--- config.mk ---
export PLATFORM = sky130hd
export DESIGN_NAME = blc_cal_ctrl
export DESIGN_NICKNAME = d
export VERILOG_FILES = /design/src/rtl/blc_pkg.sv /design/src/rtl/blc_phase_seq.sv /design/src/rtl/blc_target_reg.sv /design/src/rtl/blc_dac_accum.sv /design/src/rtl/blc_cal_ctrl.sv
export SDC_FILE = /design/constraint.sdc
export NUM_CORES = 1
export LEC_CHECK = 0
export ABC_AREA = 1
export CORE_MARGIN = 3
export CORE_UTILIZATION = 25
export CTS_CLUSTER_SIZE = 28
export DETAILED_ROUTE_END_ITERATION = 8
export GPL_TIMING_DRIVEN = 0
export PLACE_DENSITY_LB_ADDON = 0.05
export SLEW_MARGIN = 10
export SYNTH_ARGS = -nofsm -noshare
export SYNTH_HDL_FRONTEND = slang
export SYNTH_HIERARCHICAL = 1
export SYNTH_SLANG_ARGS = --single-unit
--- constraint.sdc ---
create_clock -name clk -period 3.9 [get_ports clk]
set_input_delay 0.585 -clock clk [delete_from_list [all_inputs] [get_ports clk]]
set_output_delay 0.585 -clock clk [all_outputs]
set_load 0.02 [all_outputs]
--- src/rtl/blc_pkg.sv ---
package blc_pkg;

  typedef enum logic [2:0] {
    PH_IDLE    = 3'd0,
    PH_SETTLE  = 3'd1,
    PH_SAMPLE  = 3'd2,
    PH_CONV0   = 3'd3,
    PH_CONV1   = 3'd4,
    PH_CONV2   = 3'd5,
    PH_COMPARE = 3'd6,
    PH_UPDATE  = 3'd7
  } phase_e;

  typedef enum logic [1:0] {
    DIR_HOLD = 2'd0,
    DIR_UP   = 2'd1,
    DIR_DOWN = 2'd2
  } dir_e;

  // Direction of the correction: a reading above target lowers the offset.
  function automatic dir_e step_dir(input int sample, input int target);
    if (sample > target)      return DIR_DOWN;
    else if (sample < target) return DIR_UP;
    else                      return DIR_HOLD;
  endfunction

  // Saturating one-step move of an unsigned code bounded by max_code.
  function automatic int step_code(input int code, input dir_e dir, input int max_code);
    case (dir)
      DIR_UP:   return (code >= max_code) ? max_code : code + 1;
      DIR_DOWN: return (code <= 0) ? 0 : code - 1;
      default:  return code;
    endcase
  endfunction

endpackage

--- src/rtl/blc_phase_seq.sv ---
module blc_phase_seq
  import blc_pkg::*;
(
  input  logic   clk,
  input  logic   rst_n,
  input  logic   en,
  output phase_e phase,
  output logic   latch_now,
  output logic   apply_now
);

  phase_e phase_nxt;

  always_comb begin
    if (!en) begin
      phase_nxt = PH_IDLE;
    end else begin
      case (phase)
        PH_IDLE:    phase_nxt = PH_SETTLE;
        PH_SETTLE:  phase_nxt = PH_SAMPLE;
        PH_SAMPLE:  phase_nxt = PH_CONV0;
        PH_CONV0:   phase_nxt = PH_CONV1;
        PH_CONV1:   phase_nxt = PH_CONV2;
        PH_CONV2:   phase_nxt = PH_COMPARE;
        PH_COMPARE: phase_nxt = PH_UPDATE;
        default:    phase_nxt = PH_SAMPLE;
      endcase
    end
  end

  always_ff @(posedge clk or negedge rst_n) begin
    if (!rst_n) phase <= PH_IDLE;
    else        phase <= phase_nxt;
  end

  assign latch_now = en && (phase == PH_CONV2);
  assign apply_now = en && (phase == PH_COMPARE);

endmodule

--- src/rtl/blc_target_reg.sv ---
module blc_target_reg #(
  parameter int ADC_W     = 10,
  parameter int TGT_RESET = 32
) (
  input  logic             clk,
  input  logic             rst_n,
  input  logic             wr_en,
  input  logic [ADC_W-1:0] wr_data,
  output logic [ADC_W-1:0] target
);

  localparam logic [ADC_W-1:0] RST_VAL = ADC_W'(TGT_RESET);

  always_ff @(posedge clk or negedge rst_n) begin
    if (!rst_n)     target <= RST_VAL;
    else if (wr_en) target <= wr_data;
  end

endmodule

--- src/rtl/blc_dac_accum.sv ---
module blc_dac_accum
  import blc_pkg::*;
#(
  parameter int ADC_W     = 10,
  parameter int DAC_W     = 8,
  parameter int DAC_RESET = 128
) (
  input  logic             clk,
  input  logic             rst_n,
  input  logic             en,
  input  logic             latch_now,
  input  logic             apply_now,
  input  logic [ADC_W-1:0] adc_code,
  input  logic [ADC_W-1:0] target,
  input  logic             host_wr,
  input  logic [DAC_W-1:0] host_data,
  output logic [DAC_W-1:0] dac_code
);

  localparam int               DAC_MAX = (1 << DAC_W) - 1;
  localparam logic [DAC_W-1:0] RST_VAL = DAC_W'(DAC_RESET);

  logic [ADC_W-1:0] sample;
  dir_e             dir;
  logic [DAC_W-1:0] stepped;

  always_ff @(posedge clk or negedge rst_n) begin
    if (!rst_n)         sample <= '0;
    else if (latch_now) sample <= adc_code;
  end

  assign dir     = step_dir(int'(sample), int'(target));
  assign stepped = DAC_W'(step_code(int'(dac_code), dir, DAC_MAX));

  always_ff @(posedge clk or negedge rst_n) begin
    if (!rst_n)               dac_code <= RST_VAL;
    else if (apply_now)       dac_code <= stepped;
    else if (!en && host_wr)  dac_code <= host_data;
  end

endmodule

--- src/rtl/blc_cal_ctrl.sv ---
module blc_cal_ctrl
  import blc_pkg::*;
#(
  parameter int ADC_W     = 10,
  parameter int DAC_W     = 8,
  parameter int TGT_RESET = 32
) (
  input  logic             clk,
  input  logic             rst_n,
  input  logic             cal_en,
  input  logic [ADC_W-1:0] adc_code,
  input  logic             tgt_wr_en,
  input  logic [ADC_W-1:0] tgt_wr_data,
  input  logic             dac_wr_en,
  input  logic [DAC_W-1:0] dac_wr_data,
  output logic [DAC_W-1:0] dac_code,
  output logic             dac_upd
);

  localparam int DAC_MID = 1 << (DAC_W - 1);

  phase_e           phase;
  logic             latch_now;
  logic             apply_now;
  logic [ADC_W-1:0] target;

  blc_phase_seq u_seq (
    .clk       (clk),
    .rst_n     (rst_n),
    .en        (cal_en),
    .phase     (phase),
    .latch_now (latch_now),
    .apply_now (apply_now)
  );

  blc_target_reg #(.ADC_W(ADC_W), .TGT_RESET(TGT_RESET)) u_tgt (
    .clk     (clk),
    .rst_n   (rst_n),
    .wr_en   (tgt_wr_en),
    .wr_data (tgt_wr_data),
    .target  (target)
  );

  blc_dac_accum #(.ADC_W(ADC_W), .DAC_W(DAC_W), .DAC_RESET(DAC_MID)) u_acc (
    .clk       (clk),
    .rst_n     (rst_n),
    .en        (cal_en),
    .latch_now (latch_now),
    .apply_now (apply_now),
    .adc_code  (adc_code),
    .target    (target),
    .host_wr   (dac_wr_en),
    .host_data (dac_wr_data),
    .dac_code  (dac_code)
  );

  assign dac_upd = (phase == PH_UPDATE);

endmodule

==> flow_metrics.env, run 1 <==
export IMPL_drv_cap=0
export IMPL_design_area_um2=2700
export IMPL_core_area_um2=7890
export IMPL_cp_end_kind="register"
export IMPL_insertion_delay_ps=280
export IMPL_grt_overflow=0
export IMPL_rsz0062_at_grt="false"
export IMPL_outcome="finished, final reports clean"
export IMPL_start_util_pct=26.4
export IMPL_n_antenna_cell=0
export IMPL_rr_worst_depth=10
export IMPL_post_place_ws_ps=1360
export IMPL_crit_path_start="cal_en"
export IMPL_ant_nets=0
export IMPL_r2r_end="u_acc/dac_code[5]"
export IMPL_clkSinkCount=31
export IMPL_worst_pin_slew_ps=716
export IMPL_synth_cell_type_count=26
export IMPL_seq_area_frac_synth_pct=37.4
export IMPL_grtUsageMet3_pct=2.73
export IMPL_rows=32
export IMPL_grtUsageTotal_pct=11.4
export IMPL_avgRoutedWirePerCell_um=12.1
export IMPL_fp_dieH_um=97.3
export IMPL_drv_slew=0
export IMPL_cts_hold_buffers_added=0
export IMPL_syn_to_final_growth_pct=29.6
export IMPL_ir_drop_mv=0.181
export IMPL_fin_crit_sh_pct=56.1
export IMPL_io_pins=42
export IMPL_antenna_found_initial=0
export IMPL_cts_buffers=5
export IMPL_yosysWarnings=6
export IMPL_cts_root_buf="clkbuf_8"
export IMPL_cts_buffer_depth=2
export IMPL_netlist_instances=280
export IMPL_hold_path_class="input port to asynchronous set/reset pin"
export IMPL_crit_type="input port to register"
export IMPL_crit_path_start_kind="input port"
export IMPL_finalHoldViolCount=0
export IMPL_path_clk_slew_ps=70
export IMPL_htreeDepth=2
export IMPL_max_slew_margin_pct=52.3
export IMPL_fin_util_pct=34.2
export IMPL_period_minus_slack_ps=2190
export IMPL_leakage_nw=1.31
export IMPL_dpl_cell_area_um2=2620
export IMPL_worstPathCellList="clkdlybuf4s50_1 -> nand2_1 -> nor3_1 -> clkbuf_1 -> mux2_2"
export IMPL_worstSetupEndpoint="u_acc/sample[4]"
export IMPL_grt_max_degree=32
export IMPL_max_stage_delay_ps=540
export IMPL_totalNegativeSetupSlack_ps=0
export IMPL_gp_congestion=0.763
export IMPL_final_nets=374
export IMPL_final_setup_worst_slack_ps=1710
export IMPL_drt_wl_total_mm=5.21
export IMPL_use_met1_pct=16.8
export IMPL_avgSynthCellArea_um2=7.44
export IMPL_cp_slowest_cell="clkdlybuf4s50_1"
export IMPL_die_w_um=97.3
export IMPL_pwr_density_cell_nw_per_um2=381
export IMPL_fin_skew_ps=2.82
export IMPL_finalSetupViolCount=0
export IMPL_drc_errors=0
export IMPL_dp_hpwl_mm=4.09
export IMPL_totalPowerFinal_mw=1.03
export IMPL_fmax_mhz=457
export IMPL_reg2reg_slack_ps=1880
export IMPL_ctsResizeCount=0
export IMPL_dr_first_iter_drc_count=76
export IMPL_busiest_layer="met2"
export IMPL_viasPerCell=4.36
export IMPL_grt_pass1_vias=1796
export IMPL_r2r_start="u_tgt/target[5]"
export IMPL_ys_seq_elements=31
export IMPL_postCtsSetupRepairBufs=0
export IMPL_required_ps=4060
export IMPL_syn_area_um2=2080
export IMPL_crit_arrival_ps=2350
export IMPL_cts_tree="yes"
export IMPL_grt_pass1_wl_mm=8.77
export IMPL_io_buffers=41
export IMPL_drive_gt1_share_pct=11.2
export IMPL_syn_num_nets=326
export IMPL_die_area_um2=9460
export IMPL_grt_util_met2_pct=16.9
export IMPL_vias=1879
export IMPL_path_max_fanout=10
export IMPL_drt_first_pass_iters=4
-- worst min-delay path by stage --
stage               startpoint                 to
2_1_floorplan            rst_n  u_acc/dac_code[0]
3_3_place_gp   u_tgt/target[5]    u_tgt/target[5]
3_5_place_dp   u_tgt/target[5]    u_tgt/target[5]
4_1_cts                  rst_n    u_tgt/target[3]
5_1_grt                  rst_n    u_acc/sample[5]
6_report                 rst_n    u_tgt/target[3]
-- power by group --
part	total (mW)	switching, mW	internal [mW]
registers	0.415	0.0429	0.372
clock network	0.244	0.122	0.122
logic	0.371	0.207	0.164
total	1.03	0.372	0.657
-- kinds of logic (layout without fill, tap and decap cells) --
| logic type | count (synthesis) | count (layout) | share of synthesized area (%) |
|---|---|---|---|
| AOI/OAI and AO/OA | 28 | 28 | 6.73 |
| and+or+nand+nor | 155 | 155 | 33.7 |
| buffers and inverters | 40 | 89 | 7.87 |
| DFF | 31 | 31 | 37.4 |
| adders and majority gates | 13 | 13 | 7.81 |
| muxes | 9 | 9 | 4.87 |
| xor gates and xnor gates | 4 | 4 | 1.68 |
-- state kept, by name (all words and copies together), names as in the netlist --
signal	cells
u_acc/dac_code	8
u_acc/sample	10
u_seq/phase	3
u_tgt/target	10
-- layout make-up --
type / count / area, µm²
fillers: 863 / 5190
multi-input cells: 209 / 1140
flip-flops and latches: 31 / 778
repair buffers: 41 / 405
inverters: 35 / 131
well taps: 102 / 128
clock buffers: 5 / 68.8
plain buffers: 5 / 32.5
clock inverters: 3 / 15.0
-- worst max-delay path, delay by kind of cell --
family                 cells  cell delay (ps)
and+or+nand+nor            2              310
buffers and inverters      2             1050
muxes                      1              400
-- cell usage after synthesis --
library cell  instances  share of area (%)
nor2_1               20                3.6
nand3_2               2               0.96
a21oi_1              18                4.3
o21ai_1               1               0.24
nor4_4                1                1.0
inv_1                34                6.1
nand4_1               1               0.30
mux2_2                9                4.9
nand3_1              30                7.2
nor2_4                1               0.54
nor3_1                3               0.72
nor2_2                4                1.2
o21ai_0               9                2.2
dfstp_2               2                2.5
nand2_4               1               0.54
buf_6                 1               0.54
inv_2                 1               0.18
nand2_1              89                 16
ha_1                 13                7.8
or2_2                 1               0.30
nand4_2               2                1.2
clkbuf_1              1               0.18
buf_4                 1               0.36
dfrtp_1              29                 35
xor2_1                4                1.7
buf_2                 2               0.48
-- per-stage QoR --
step                      hold WS (ps)  instances
after floorplan                    289        280
after global placement             459        423
after detailed placement           459        423
after CTS                          379        431
after global routing               401        431
final                              358        431
-- placed cells by master (no fill, tap or decap), drive strengths merged --
| cell | Yosys | routed |
|---|---|---|
| nand2 | 90 | 90 |
| clkdlybuf4s50 | 0 | 40 |
| inv | 35 | 35 |
| nand3 | 32 | 32 |
| dfrtp | 29 | 29 |
| nor2 | 25 | 25 |
| a21oi | 18 | 18 |
| ha | 13 | 13 |
| o21ai | 10 | 10 |
| mux2 | 9 | 9 |
| clkbuf | 1 | 6 |
| buf | 4 | 5 |
| xor2 | 4 | 4 |
| clkinv | 0 | 3 |
| nor3 | 3 | 3 |
| nand4 | 3 | 3 |
| dfstp | 2 | 2 |
| nor4 | 1 | 1 |
| or2 | 1 | 1 |
-- metal layers --
layer  vias up  wire length, µm
li1        997                -
met5         -                0
met3         2              190
met1       851             2740
met4         0               16
met2        29             2270
Note: power is estimated with default switching activity, not from simulation.
==> inputs of run 2 (changes only) <==
==> constraint.sdc (replaced) <==
create_clock -name clk -period 1.81 [get_ports clk]
set_input_delay 0.2715 -clock clk [delete_from_list [all_inputs] [get_ports clk]]
set_output_delay 0.2715 -clock clk [all_outputs]
set_load 0.02 [all_outputs]
==> flow_metrics.env, run 2 (same netlist as run 1, synthesis figures left out) <==
export IMPL_hold_path_class="input port to asynchronous set/reset pin"
export IMPL_finalSetupViolCount=7
export IMPL_path_max_fanout=7
export IMPL_pwr_density_cell_nw_per_um2=832
export IMPL_ant_nets=0
export IMPL_grtUsageTotal_pct=11.9
export IMPL_drt_wl_total_mm=5.51
export IMPL_antenna_found_initial=0
export IMPL_clkSinkCount=31
export IMPL_ir_drop_mv=0.396
export IMPL_final_setup_worst_slack_ps=-46.9
export IMPL_dp_hpwl_mm=4.09
export IMPL_rsz0062_at_grt="true"
export IMPL_crit_arrival_ps=2020
export IMPL_path_clk_slew_ps=70
export IMPL_cts_tree="yes"
export IMPL_cts_hold_buffers_added=0
export IMPL_die_area_um2=9460
export IMPL_grt_overflow=0
export IMPL_crit_type="register to register"
export IMPL_max_slew_margin_pct=52.6
export IMPL_grt_pass1_vias=1857
export IMPL_largest_registers="u_acc/sample x10, u_tgt/target x10, u_acc/dac_code x8"
export IMPL_cts_root_buf="clkbuf_8"
export IMPL_drive_gt1_share_pct=18.9
export IMPL_wl_met1_mm=2.82
export IMPL_layout_common_cells="nand2_1, clkdlybuf4s50_1, inv_1"
export IMPL_cts_buffer_depth=2
export IMPL_gp_congestion=0.763
export IMPL_final_nets=379
export IMPL_drc_errors=0
export IMPL_viasPerCell=4.46
export IMPL_r2r_end="u_acc/dac_code[2]"
export IMPL_reg2reg_slack_ps=-50
export IMPL_drv_cap=0
export IMPL_crit_path_start_kind="register"
export IMPL_core_area_um2=7890
export IMPL_outcome="complete, but fails checks"
export IMPL_period_minus_slack_ps=1860
export IMPL_fin_util_pct=36.3
export IMPL_required_ps=1970
export IMPL_vias=1944
export IMPL_die_w_um=97.3
export IMPL_avgRoutedWirePerCell_um=12.6
export IMPL_io_buffers=41
export IMPL_grt_max_degree=32
export IMPL_r2r_start="u_tgt/target[5]"
export IMPL_syn_to_final_growth_pct=37.5
export IMPL_layout_commonest_cell="nand2_1"
export IMPL_insertion_delay_ps=280
export IMPL_htreeDepth=2
export IMPL_drt_first_pass_iters=4
export IMPL_drv_slew=0
export IMPL_fin_skew_ps=2.24
export IMPL_worst_pin_slew_ps=710
export IMPL_n_antenna_cell=0
export IMPL_cp_end_kind="register"
export IMPL_finalHoldViolCount=0
export IMPL_io_pins=42
export IMPL_highest_layer="met4"
export IMPL_grt_pass1_wl_mm=9.14
export IMPL_start_util_pct=26.4
export IMPL_cts_buffers=5
export IMPL_violations="negative setup slack"
export IMPL_fmax_mhz=539
export IMPL_fin_crit_sh_pct=103
export IMPL_rows=32
export IMPL_dr_first_iter_drc_count=73
export IMPL_fp_dieH_um=97.3
export IMPL_wl_met2_mm=2.49
export IMPL_fillers=852
export IMPL_totalPowerFinal_mw=2.38
export IMPL_leakage_nw=1.38
export IMPL_wl_met3_um=187
export IMPL_rr_worst_depth=10
==> run 2: worst max-delay path by stage <==
stage                     from                end  slack, ps
4_1_cts        u_tgt/target[5]  u_acc/dac_code[2]        -20
5_1_grt        u_tgt/target[5]  u_acc/dac_code[1]       -150
3_5_place_dp            cal_en    u_acc/sample[3]       -410
3_3_place_gp            cal_en    u_acc/sample[4]       -410
2_1_floorplan  u_tgt/target[5]  u_acc/dac_code[3]         10
6_report       u_tgt/target[5]  u_acc/dac_code[2]        -50
==> run 2: per-layer routing <==
metal | vias to the layer above | GRT usage, %
met5 | - | 0
met1 | 893 | 17.4
met3 | 2 | 2.73
li1 | 1013 | -
met2 | 36 | 17.9
met4 | 0 | 2.24
==> run 2: report_power, final <==
| group | total [mW] | switching (mW) | internal, mW |
|---|---|---|---|
| clock network | 0.527 | 0.264 | 0.263 |
| logic | 0.958 | 0.537 | 0.421 |
| registers | 0.898 | 0.0970 | 0.801 |
==> run 2: worst max-delay path, stage by stage (launching register included) <==
cell and delay [ps]:
dfstp_2 540, inv_2 40, ha_4 270, nand2_4 60
nor2_4 100, nand3_1 110, nand3_2 110, buf_6 150
nand3_4 130, a21oi_2 180, a21oi_2 40
==> run 2: through the flow <==
stage	TNS (ps)	std cells	worst slack (ps)	cell area (µm²)	hold slack, ps
after floorplan	0	280	11.9	2080	-24.1
after global placement	-13410	423	-405	2620	459
after detailed placement	-5330	423	-415	2620	373
after CTS	-85.1	435	-22.7	2820	65.0
after global routing	-999	436	-145	2860	87.9
final	-151	436	-46.9	2860	41.6
==> run 2: area by class of cell <==
cell class | instances | area [µm²] | share of cell area (%)
Clock buffer | 5 | 68.8 | 2.40
Timing Repair Buffer | 45 | 438 | 15.3
Buffer | 5 | 37.5 | 1.31
Multi-Input combinational cell | 210 | 1270 | 44.2
Tap cell | 102 | 128 | 4.46
Sequential cell | 31 | 778 | 27.2
Clock inverter | 3 | 15.0 | 0.524
Inverter | 35 | 131 | 4.59
==> run 2: what timing repair did <==
item | CTS | global route
endpoints found under the hold margin | 0 | 0
gates cloned | 2 | 0
gates resized for setup | 19 | 12
endpoints found under the setup margin | 16 | 15
pin swaps | 6 | 3
setup buffers | 2 | 1
==> inputs of run 3 (changes only) <==
--- a/config.mk
+++ b/config.mk
@@ -12,7 +12,7 @@
 export DETAILED_ROUTE_END_ITERATION = 8
 export GPL_TIMING_DRIVEN = 0
 export PLACE_DENSITY_LB_ADDON = 0.05
-export SLEW_MARGIN = 10
+export SKIP_CTS_REPAIR_TIMING = 1
 export SYNTH_ARGS = -nofsm -noshare
 export SYNTH_HDL_FRONTEND = slang
 export SYNTH_HIERARCHICAL = 1
==> constraint.sdc (replaced) <==
create_clock -name clk -period 1.7 [get_ports clk]
set_input_delay 0.255 -clock clk [delete_from_list [all_inputs] [get_ports clk]]
set_output_delay 0.255 -clock clk [all_outputs]
set_load 0.02 [all_outputs]
==> flow_metrics.env, run 3 (same netlist as run 1, synthesis figures left out) <==
export IMPL_outcome="complete, but fails checks"
export IMPL_violations="negative setup slack"
export IMPL_path_max_fanout=7
export IMPL_grt_pass1_wl_mm=9.52
export IMPL_start_util_pct=26.4
export IMPL_fillers=846
export IMPL_grt_max_degree=32
export IMPL_syn_to_final_growth_pct=39.2
export IMPL_io_buffers=41
export IMPL_pwr_density_cell_nw_per_um2=925
export IMPL_avgRoutedWirePerCell_um=13.5
export IMPL_crit_type="register to register"
export IMPL_fp_dieH_um=97.3
export IMPL_layout_common_cells="nand2_1, clkdlybuf4s50_1, inv_1"
export IMPL_max_slew_margin_pct=51.6
export IMPL_cts_root_buf="clkbuf_8"
export IMPL_clock_power_share_pct=24.4
export IMPL_switching_share_pct=36.2
export IMPL_totalPowerFinal_mw=2.68
export IMPL_multi_input_comb_area_um2=1260
export IMPL_path_clk_slew_ps=70
export IMPL_fmax_mhz=534
export IMPL_cts_buffer_depth=2
export IMPL_final_nets=379
export IMPL_rows=32
export IMPL_cts_tree="yes"
export IMPL_fin_util_pct=36.7
export IMPL_hold_path_class="input port to asynchronous set/reset pin"
export IMPL_grtUsageTotal_pct=12.4
export IMPL_insertion_delay_ps=280
export IMPL_viasPerCell=4.54
export IMPL_antenna_found_initial=0
export IMPL_fin_crit_sh_pct=110
export IMPL_period_minus_slack_ps=1870
export IMPL_gp_congestion=0.800
export IMPL_p_int_mw=1.71
export IMPL_ir_drop_mv=0.309
export IMPL_post_place_ws_ps=-547
export IMPL_drc_errors=0
export IMPL_n_antenna_cell=0
export IMPL_drv_slew=0
export IMPL_core_area_um2=7890
export IMPL_die_w_um=97.3
export IMPL_cts_buffers=5
export IMPL_grt_overflow=0
export IMPL_seqPwrFrac_pct=35.7
export IMPL_ant_nets=0
export IMPL_drive_gt1_share_pct=17.1
export IMPL_vias=1981
export IMPL_required_ps=1870
export IMPL_layout_commonest_cell="nand2_1"
export IMPL_p_comb_share_pct=39.8
export IMPL_worst_pin_slew_ps=726
export IMPL_regArea_um2=778
export IMPL_rsz0062_at_grt="true"
export IMPL_dp_hpwl_mm=4.10
export IMPL_io_pins=42
export IMPL_final_setup_worst_slack_ps=-171
export IMPL_finalSetupViolCount=10
export IMPL_htreeDepth=2
export IMPL_die_area_um2=9460
export IMPL_drt_first_pass_iters=6
export IMPL_leakage_nw=1.40
export IMPL_clkSinkCount=31
export IMPL_grt_pass1_vias=1890
export IMPL_dr_first_iter_drc_count=76
export IMPL_fin_skew_ps=5.14
export IMPL_cp_end_kind="register"
export IMPL_largest_registers="u_acc/sample x10, u_tgt/target x10, u_acc/dac_code x8"
export IMPL_p_switching_uw=971
export IMPL_drv_cap=0
export IMPL_drt_wl_total_mm=5.90
export IMPL_crit_path_start_kind="register"
export IMPL_finalHoldViolCount=0
export IMPL_crit_arrival_ps=2040
## run 3: cell count changes in the layout (fill, tap and decap cells not counted), sizes merged
cell           before  now
clkdlybuf4s50      38   37
clkinv              3    0
dlymetal6s2s        2    3
buf                10    8
clkbuf              5   10
## run 3: worst paths after layout
path	to	cells after the start	slack, ps	startpoint
setup / recovery	u_acc/dac_code[3]	10	-170	u_tgt/target[5]
hold / removal	u_acc/sample[6]	1	30	rst_n
setup reg to reg	u_acc/dac_code[3]	10	-170	u_tgt/target[5]
hold reg to reg	u_tgt/target[3]	2	470	u_tgt/target[3]
max in group asynchronous	u_tgt/target[2]	1	1210	rst_n
min in group clk	u_tgt/target[3]	2	470	u_tgt/target[3]
## run 3: metrics by stage
step / hold slack (ps) / cells / instance area, µm² / TNS (ps)
4_1_cts: 63.0 / 431 / 2750 / -4230
2_1_floorplan: -40.6 / 280 / 2120 / 0
3_5_place_dp: 367 / 423 / 2650 / -8500
3_3_place_gp: 457 / 423 / 2660 / -20110
6_report: 30.6 / 436 / 2900 / -1280
5_1_grt: 76.3 / 436 / 2900 / -2310
## run 3: per-layer routing
layer | global-route usage, % | part of all wire [%] | vias to the layer above
met5 | 0 | 0 | -
met3 | 3.88 | 4.3 | 10
li1 | - | - | 1011
met1 | 17.8 | 51 | 915
met4 | 1.92 | 1.2 | 0
met2 | 18.6 | 44 | 45
## run 3: worst max-delay path, stage by stage, from the launching register on
cell     delay [ps]
dfstp_2         540
inv_2            40
ha_4            270
nand2_4          50
nor2_4          140
nand3_2         110
nand3_4         100
buf_8           140
nand3_4         140
a21oi_2         190
a21oi_2          40
## run 3: cell type report
| cell class | instances | share of cell area [%] |
|---|---|---|
| plain buffers | 5 | 1.51 |
| clock buffers | 8 | 3.45 |
| inverters | 35 | 4.53 |
| multi-input cells | 210 | 43.4 |
| flip-flops and latches | 31 | 26.9 |
| well taps | 102 | 4.40 |
| repair buffers | 45 | 15.9 |
## run 3: power groups by stage
stage	registers (mW)	logic (mW)	clock network [mW]
6_report	0.958	1.07	0.655
5_1_grt	0.976	1.20	0.737
4_1_cts	0.958	0.897	0.688
3_5_place_dp	0.972	0.893	0
3_3_place_gp	0.972	0.888	0
2_1_floorplan	0.973	0.586	0
